[config.mk]
export PLATFORM = sky130hd
export DESIGN_NAME = reg_guard_mon
export DESIGN_NICKNAME = d
export VERILOG_FILES = /design/src/rtl/rgm_pkg.sv /design/src/rtl/rgm_decode.sv /design/src/rtl/rgm_ctrl_fsm.sv /design/src/rtl/rgm_div_guard.sv /design/src/rtl/rgm_rec_fifo.sv /design/src/rtl/reg_guard_mon.sv
export SDC_FILE = /design/constraint.sdc
export NUM_CORES = 1
export LEC_CHECK = 0
export ABC_AREA = 0
export BUFFER_PORTS_ARGS = -buffer_cell sky130_fd_sc_hd__buf_4
export CORE_MARGIN = 3
export CORE_UTILIZATION = 30
export CTS_BUF_LIST = sky130_fd_sc_hd__clkbuf_8
export DETAILED_ROUTE_END_ITERATION = 8
export PLACE_DENSITY = 0.59
export SYNTH_ARGS = -nofsm -noshare
export SYNTH_HDL_FRONTEND = slang
export SYNTH_SLANG_ARGS = --single-unit
export TNS_END_PERCENT = 1
[constraint.sdc]
create_clock -name clk -period 3.09 [get_ports clk]
set_input_delay 0 -clock clk [delete_from_list [all_inputs] [get_ports clk]]
set_output_delay 0 -clock clk [all_outputs]
set_load 0.005 [all_outputs]
[src/rtl/rgm_pkg.sv]
package rgm_pkg;
  typedef enum logic {
    DFA_IDLE  = 1'b0,
    DFA_ARMED = 1'b1
  } dfa_state_t;

  typedef enum logic [1:0] {
    CEV_NONE    = 2'd0,
    CEV_ENABLE  = 2'd1,
    CEV_DISABLE = 2'd2,
    CEV_MODIFY  = 2'd3
  } ctrl_event_t;

  function automatic ctrl_event_t classify(input logic hit, input logic en_now, input logic en_new);
    if (!hit) return CEV_NONE;
    if (!en_now && en_new) return CEV_ENABLE;
    if (en_now && !en_new) return CEV_DISABLE;
    return CEV_MODIFY;
  endfunction
endpackage

[src/rtl/rgm_decode.sv]
module rgm_decode #(
  parameter int AW = 32,
  parameter int DW = 32,
  parameter logic [AW-1:0] CTRL_OFS = 'h220,
  parameter logic [AW-1:0] DIV_OFS  = 'h228
) (
  input  logic          clk,
  input  logic          rst_n,
  input  logic [AW-1:0] base_addr,
  input  logic          evt_valid,
  input  logic          evt_write,
  input  logic [AW-1:0] evt_addr,
  input  logic [DW-1:0] evt_data,
  output logic          hit_ctrl_q,
  output logic          hit_div_q,
  output logic [DW-1:0] data_q,
  output logic [AW-1:0] div_addr_q
);
  logic          wr_evt;
  logic [AW-1:0] ctrl_addr;
  logic [AW-1:0] div_addr;

  assign wr_evt    = evt_valid & evt_write;
  assign ctrl_addr = base_addr + CTRL_OFS;
  assign div_addr  = base_addr + DIV_OFS;

  always_ff @(posedge clk) begin
    if (!rst_n) begin
      hit_ctrl_q <= 1'b0;
      hit_div_q  <= 1'b0;
      data_q     <= '0;
      div_addr_q <= '0;
    end else begin
      hit_ctrl_q <= wr_evt && (evt_addr == ctrl_addr);
      hit_div_q  <= wr_evt && (evt_addr == div_addr);
      data_q     <= evt_data;
      div_addr_q <= div_addr;
    end
  end
endmodule

[src/rtl/rgm_ctrl_fsm.sv]
module rgm_ctrl_fsm
  import rgm_pkg::*;
#(
  parameter int DW     = 32,
  parameter int EN_BIT = 0
) (
  input  logic          clk,
  input  logic          rst_n,
  input  logic          hit_ctrl,
  input  logic [DW-1:0] data,
  output logic          en_q,
  output logic          ctrl_viol_q
);
  dfa_state_t  st_q, st_d;
  ctrl_event_t ev;
  logic        viol_d;

  assign ev = classify(hit_ctrl, en_q, data[EN_BIT]);

  always_comb begin
    st_d   = st_q;
    viol_d = 1'b0;
    unique case (st_q)
      DFA_IDLE: begin
        if (ev == CEV_ENABLE) st_d = DFA_ARMED;
      end
      DFA_ARMED: begin
        if (ev == CEV_MODIFY) begin
          viol_d = 1'b1;
          st_d   = DFA_IDLE;
        end else if (ev == CEV_DISABLE) begin
          st_d = DFA_IDLE;
        end
      end
      default: st_d = DFA_IDLE;
    endcase
  end

  always_ff @(posedge clk) begin
    if (!rst_n) begin
      st_q        <= DFA_IDLE;
      en_q        <= 1'b0;
      ctrl_viol_q <= 1'b0;
    end else begin
      st_q        <= st_d;
      ctrl_viol_q <= viol_d;
      if (hit_ctrl) en_q <= data[EN_BIT];
    end
  end
endmodule

[src/rtl/rgm_div_guard.sv]
module rgm_div_guard #(
  parameter int DW    = 32,
  parameter int DIV_W = 16
) (
  input  logic             clk,
  input  logic             rst_n,
  input  logic             hit_div,
  input  logic [DW-1:0]    data,
  input  logic             en,
  output logic             push,
  output logic [DIV_W-1:0] shadow_q,
  output logic             div_viol_q
);
  logic [DIV_W-1:0] new_div;

  assign new_div = data[DIV_W-1:0];
  assign push    = hit_div && en && (new_div != shadow_q);

  always_ff @(posedge clk) begin
    if (!rst_n) begin
      shadow_q   <= '0;
      div_viol_q <= 1'b0;
    end else begin
      div_viol_q <= push;
      if (hit_div && !push) shadow_q <= new_div;
    end
  end
endmodule

[src/rtl/rgm_rec_fifo.sv]
module rgm_rec_fifo #(
  parameter int W     = 48,
  parameter int DEPTH = 4
) (
  input  logic         clk,
  input  logic         rst_n,
  input  logic         push,
  input  logic [W-1:0] din,
  input  logic         ready,
  output logic         valid,
  output logic [W-1:0] dout,
  output logic         ovf_q
);
  localparam int PW = (DEPTH > 1) ? $clog2(DEPTH) : 1;
  localparam int CW = $clog2(DEPTH + 1);
  localparam logic [PW-1:0] LAST = PW'(DEPTH - 1);
  localparam logic [CW-1:0] FULL = CW'(DEPTH);

  logic [W-1:0]  mem [DEPTH];
  logic [PW-1:0] wp_q, rp_q;
  logic [CW-1:0] cnt_q;
  logic          full, wr_ok, rd_ok;

  assign full  = (cnt_q == FULL);
  assign valid = (cnt_q != '0);
  assign dout  = mem[rp_q];
  assign wr_ok = push && !full;
  assign rd_ok = valid && ready;

  always_ff @(posedge clk) begin
    if (wr_ok) mem[wp_q] <= din;
  end

  always_ff @(posedge clk) begin
    if (!rst_n) begin
      wp_q  <= '0;
      rp_q  <= '0;
      cnt_q <= '0;
      ovf_q <= 1'b0;
    end else begin
      ovf_q <= push && full;
      if (wr_ok) wp_q <= (wp_q == LAST) ? '0 : wp_q + 1'b1;
      if (rd_ok) rp_q <= (rp_q == LAST) ? '0 : rp_q + 1'b1;
      case ({wr_ok, rd_ok})
        2'b10:   cnt_q <= cnt_q + 1'b1;
        2'b01:   cnt_q <= cnt_q - 1'b1;
        default: cnt_q <= cnt_q;
      endcase
    end
  end
endmodule

[src/rtl/reg_guard_mon.sv]
module reg_guard_mon #(
  parameter int AW         = 32,
  parameter int DW         = 32,
  parameter int DIV_W      = 16,
  parameter int EN_BIT     = 0,
  parameter int FIFO_DEPTH = 4,
  parameter logic [AW-1:0] CTRL_OFS = 'h220,
  parameter logic [AW-1:0] DIV_OFS  = 'h228
) (
  input  logic             clk,
  input  logic             rst_n,
  input  logic [AW-1:0]    base_addr,
  input  logic             evt_valid,
  input  logic             evt_write,
  input  logic [AW-1:0]    evt_addr,
  input  logic [DW-1:0]    evt_data,
  output logic             rec_valid,
  input  logic             rec_ready,
  output logic [AW-1:0]    rec_addr,
  output logic [DIV_W-1:0] rec_data,
  output logic [DW/8-1:0]  rec_be,
  output logic             div_viol,
  output logic             ctrl_viol,
  output logic             rec_ovf
);
  localparam int BE_W   = DW / 8;
  localparam int DIV_BY = DIV_W / 8;
  localparam int ENT_W  = AW + DIV_W;

  logic             hit_ctrl, hit_div, en, push;
  logic [DW-1:0]    data;
  logic [AW-1:0]    div_addr;
  logic [DIV_W-1:0] shadow;
  logic [ENT_W-1:0] head;

  rgm_decode #(.AW(AW), .DW(DW), .CTRL_OFS(CTRL_OFS), .DIV_OFS(DIV_OFS)) u_dec (
    .clk(clk), .rst_n(rst_n), .base_addr(base_addr),
    .evt_valid(evt_valid), .evt_write(evt_write), .evt_addr(evt_addr), .evt_data(evt_data),
    .hit_ctrl_q(hit_ctrl), .hit_div_q(hit_div), .data_q(data), .div_addr_q(div_addr)
  );

  rgm_ctrl_fsm #(.DW(DW), .EN_BIT(EN_BIT)) u_ctrl (
    .clk(clk), .rst_n(rst_n), .hit_ctrl(hit_ctrl), .data(data),
    .en_q(en), .ctrl_viol_q(ctrl_viol)
  );

  rgm_div_guard #(.DW(DW), .DIV_W(DIV_W)) u_div (
    .clk(clk), .rst_n(rst_n), .hit_div(hit_div), .data(data), .en(en),
    .push(push), .shadow_q(shadow), .div_viol_q(div_viol)
  );

  rgm_rec_fifo #(.W(ENT_W), .DEPTH(FIFO_DEPTH)) u_fifo (
    .clk(clk), .rst_n(rst_n), .push(push), .din({div_addr, shadow}),
    .ready(rec_ready), .valid(rec_valid), .dout(head), .ovf_q(rec_ovf)
  );

  assign rec_addr = head[ENT_W-1:DIV_W];
  assign rec_data = head[DIV_W-1:0];

  for (genvar i = 0; i < BE_W; i++) begin : g_be
    assign rec_be[i] = (i < DIV_BY);
  end
endmodule

==> flow_metrics.py <==
metrics = {
    "timing": {
        "relSlewSlack": 0.410,
        "maxSlewViolCount": 0,
        "hold_viol_final": 0,
        "fin_ws_ns": 0.219,
        "rsz0062_at_grt": "false",
        "final-setup-viol-count": 0,
        "clock.fmax_mhz": 348,
        "tns_ns": 0,
        "worst_pin_slew_ns": 0.885,
        "skew_ns": 0.0347,
        "period_minus_slack_ns": 2.87,
        "finalCritPeriodShare": 0.929,
    },
    "floorplanning": {
        "fp.dieArea_mm2": 0.0416,
        "die_width_um": 204,
        "rows": 71,
        "io_pins": 157,
        "core_area_mm2": 0.0381,
        "start_util": 0.308,
        "die_y_um": 204,
    },
    "grt": {
        "grt_max_degree": 76,
        "grt_overflow": 0,
        "antenna_found_initial": 0,
        "grt.busiest_layer": "met2",
        "met2_usage": 0.233,
        "grt_pass1_vias": 7665,
        "use_met1": 0.189,
        "grt_pass1_wl_um": 44700,
        "gr-usage-met3": 0.0226,
        "track_usage": 0.139,
    },
    "drt": {
        "wire_per_inst_um": 18.2,
        "firstDrtPassIters": 5,
        "drt_iter0_markers": 427,
        "wl_um": 28900,
        "ant_nets": 0,
        "drc": 0,
        "drt-vias-per-instance": 4.64,
        "num_vias": 7342,
    },
    "worst_setup_path": {
        "crit_path_top_delay_cell": "dfxtp_1",
        "r2r_slack_ns": 0.22,
        "crit_path_cell_trace": "xnor2_1 > nand4_1 > o41ai_4 > nor2_1 > and2_1 > inv_1 > ha_1 > inv_1 > fa_1 > xor2_1 > or3_1 > a21boi_0",
        "max_stage_delay_ns": 0.43,
        "critical_path_required_ns": 3.58,
        "cp_data_arrival_time_ns": 3.36,
        "cp_common_cell": "inv_1",
        "cp-start-kind": "flop",
        "worstSetupEndpointType": "flop",
        "crit_path_max_fanout": 6,
        "crit_type": "reg -> reg",
        "path_buf_inv": 2,
        "crit_family": "simple AND/OR/NAND/NOR gates",
    },
    "logic_synthesis": {
        "syn_inst": 820,
        "synth_seq_area_share": 0.627,
        "syn_area_per_cell_um2": 14.3,
        "synth.cell_area_mm2": 0.0117,
        "synth_edf_count": 192,
        "ys_warn_count": 0,
        "synth_flop_cell": "edfxtp_1",
        "ys_types": 61,
        "synthArstFlopShare": 0,
        "ys_seq_elements": 272,
    },
    "power_and_ir_drop": {
        "power_leakage_uw": 0.00511,
        "powerDensity_mw_per_mm2": 510,
        "vdd_drop_max_mv": 0.293,
    },
    "clocking": {
        "cts_num_sinks": 272,
        "htree_num_levels": 2,
        "tritoncts": "built",
        "insertion_delay_ns": 0.58,
        "cts_setup_buffers": 0,
        "ctsRootBufferMaster": "clkbuf_8",
        "path_clk_slew_ns": 0.06,
        "cts.path.max_buffers": 3,
        "cts_buffers": 44,
    },
    "placement": {
        "placed_area_mm2": 0.0134,
        "pre_cts_ws_ns": 0.218,
        "port_buffers": 136,
        "hpwlAfterDp_um": 19700,
        "gp_congestion": 0.849,
    },
    "final_layout": {
        "drive_above_1_share": 0.276,
        "num_antenna_cells": 0,
        "synthToLayoutAreaGrowth_pct": 26.4,
        "nets": 1147,
        "design_area_mm2": 0.0148,
    },
    "min_path": {
        "hp-class": "in -> reg",
    },
    "flow_run": {
        "cap_violations": 0,
    },
    "run_status": {
        "run_status": "complete, no violations",
    },
}
[final cells by class]
class                           count  area (µm²)
Tap cell                          511         639
Sequential cell                   272        7370
Multi-Input combinational cell    491        4100
Inverter                           13        48.8
Clock inverter                     31         214
Fill cell                        3633       23300
Timing Repair Buffer              214        1770
Clock buffer                       51         702
[logic make-up after synthesis]
| kind of cell | Yosys count | synth area share |
|---|---|---|
| flops | 272 | 0.627 |
| compound gates | 79 | 0.0462 |
| simple gates | 244 | 0.117 |
| buf+inv | 59 | 0.0264 |
| mux | 53 | 0.0963 |
| fa+ha+maj | 10 | 0.0113 |
| xor+xnor | 101 | 0.0753 |
| other cells | 2 | 0.000639 |
[placed cells by master (no fill, tap or decap), types with 5 or more instances in the layout]
master,count
nand2_1,42
buf_4,157
nand3_1,33
dlygate4sd3_1,55
and2_1,47
nor2_1,22
clkinv_1,5
a21boi_0,22
a21oi_1,15
clkinv_2,10
xor2_1,38
inv_1,23
and3_2,5
nor4_1,12
ha_1,9
a31oi_1,5
nor2b_1,9
o31ai_1,6
nand4_1,17
clkbuf_8,51
edfxtp_1,192
mux4_2,48
mux2i_1,5
or3_1,7
xnor2_1,63
nor3_1,15
o21ai_0,11
dfxtp_1,76
[flip-flops by register name, indices dropped and copies added (netlist names), 2 cells and up, named ones only]
signal and flops:
u_fifo.mem 192, u_dec.div_addr_q 32, u_dec.data_q 16, u_div.shadow_q 16, u_fifo.cnt_q 3, u_fifo.rp_q 2
u_fifo.wp_q 2
[synth_stat cells, types with 2 or more instances]
cell type | count | area [µm²]
o41ai_1 | 2 | 17.5
xnor2_1 | 63 | 552
mux4_2 | 48 | 1080
or3_1 | 7 | 43.8
conb_1 | 2 | 7.51
nor2b_1 | 9 | 56.3
a21oi_1 | 15 | 75.1
buf_4 | 5 | 37.5
clkbuf_8 | 4 | 55.1
clkbuf_2 | 2 | 10.0
nor3b_1 | 4 | 30.0
buf_2 | 7 | 35.0
nand4_1 | 17 | 106
buf_1 | 8 | 30.0
a211oi_1 | 3 | 22.5
o211ai_1 | 3 | 22.5
and4_1 | 4 | 35.0
a21boi_0 | 22 | 165
and4_2 | 3 | 30.0
or4_1 | 4 | 30.0
or2_2 | 2 | 12.5
clkbuf_1 | 18 | 67.6
o31ai_1 | 6 | 45.0
nand2_1 | 42 | 158
and3_1 | 7 | 43.8
a31oi_1 | 5 | 31.3
nand3b_1 | 3 | 22.5
edfxtp_1 | 192 | 5770
inv_1 | 13 | 48.8
dfxtp_1 | 80 | 1600
a21o_1 | 2 | 15.0
nor4b_1 | 2 | 17.5
a22oi_1 | 2 | 15.0
ha_1 | 9 | 113
nand2b_1 | 4 | 25.0
and2_1 | 47 | 294
o21ai_0 | 11 | 55.1
xor2_1 | 38 | 333
mux2i_1 | 5 | 50.1
nor3_1 | 15 | 75.1
nor4_1 | 12 | 75.1
nor2_1 | 22 | 82.6
nand3_1 | 33 | 165
[routing by layer]
layer / routed length, µm / vias to the layer above / part of all wire
met4: 533 / 0 / 0.018
met2: 13800 / 224 / 0.48
met1: 13100 / 3563 / 0.45
li1: - / 3518 / -
met3: 1390 / 37 / 0.048
met5: 0 / - / 0
[worst min-delay path, stage by stage]
cell     delay (ns)
buf_4          0.11
nand3_1        0.10
nand3_1        0.10
nor4_1         0.06
and4_1         0.21
[path summary, 6_finish.rpt]
check                          from                 end  depth (start not counted)
setup / recovery  u_div.shadow_q[8]     u_fifo.cnt_q[2]                         12
hold / removal         evt_addr[20]     u_dec.hit_div_q                          5
setup reg to reg  u_div.shadow_q[8]     u_fifo.cnt_q[2]                         12
hold reg to reg                flop  u_ctrl.ctrl_viol_q                          2
[through the flow]
stage,utilization,total power [µW],cells,hold WS (ns)
after floorplan,-,4280,822,0.0716
after global placement,0.351,4470,1446,0.211
after detailed placement,0.351,4470,1446,0.208
after CTS,0.389,7690,1583,0.0532
after global routing,0.390,7900,1583,0.0998
final,0.390,7580,1583,0.0871
[power breakdown]
group	switching (µW)	internal, µW
registers	32.6	3920
clock network	1420	1710
logic	247	248
total	1700	5880
[repair_timing]
action	CTS	global route
hold buffers	55	0
hold endpoints to repair	54	0
setup endpoints to repair	0	1
resized for setup	0	3
Power figures use the tool's default switching activity.
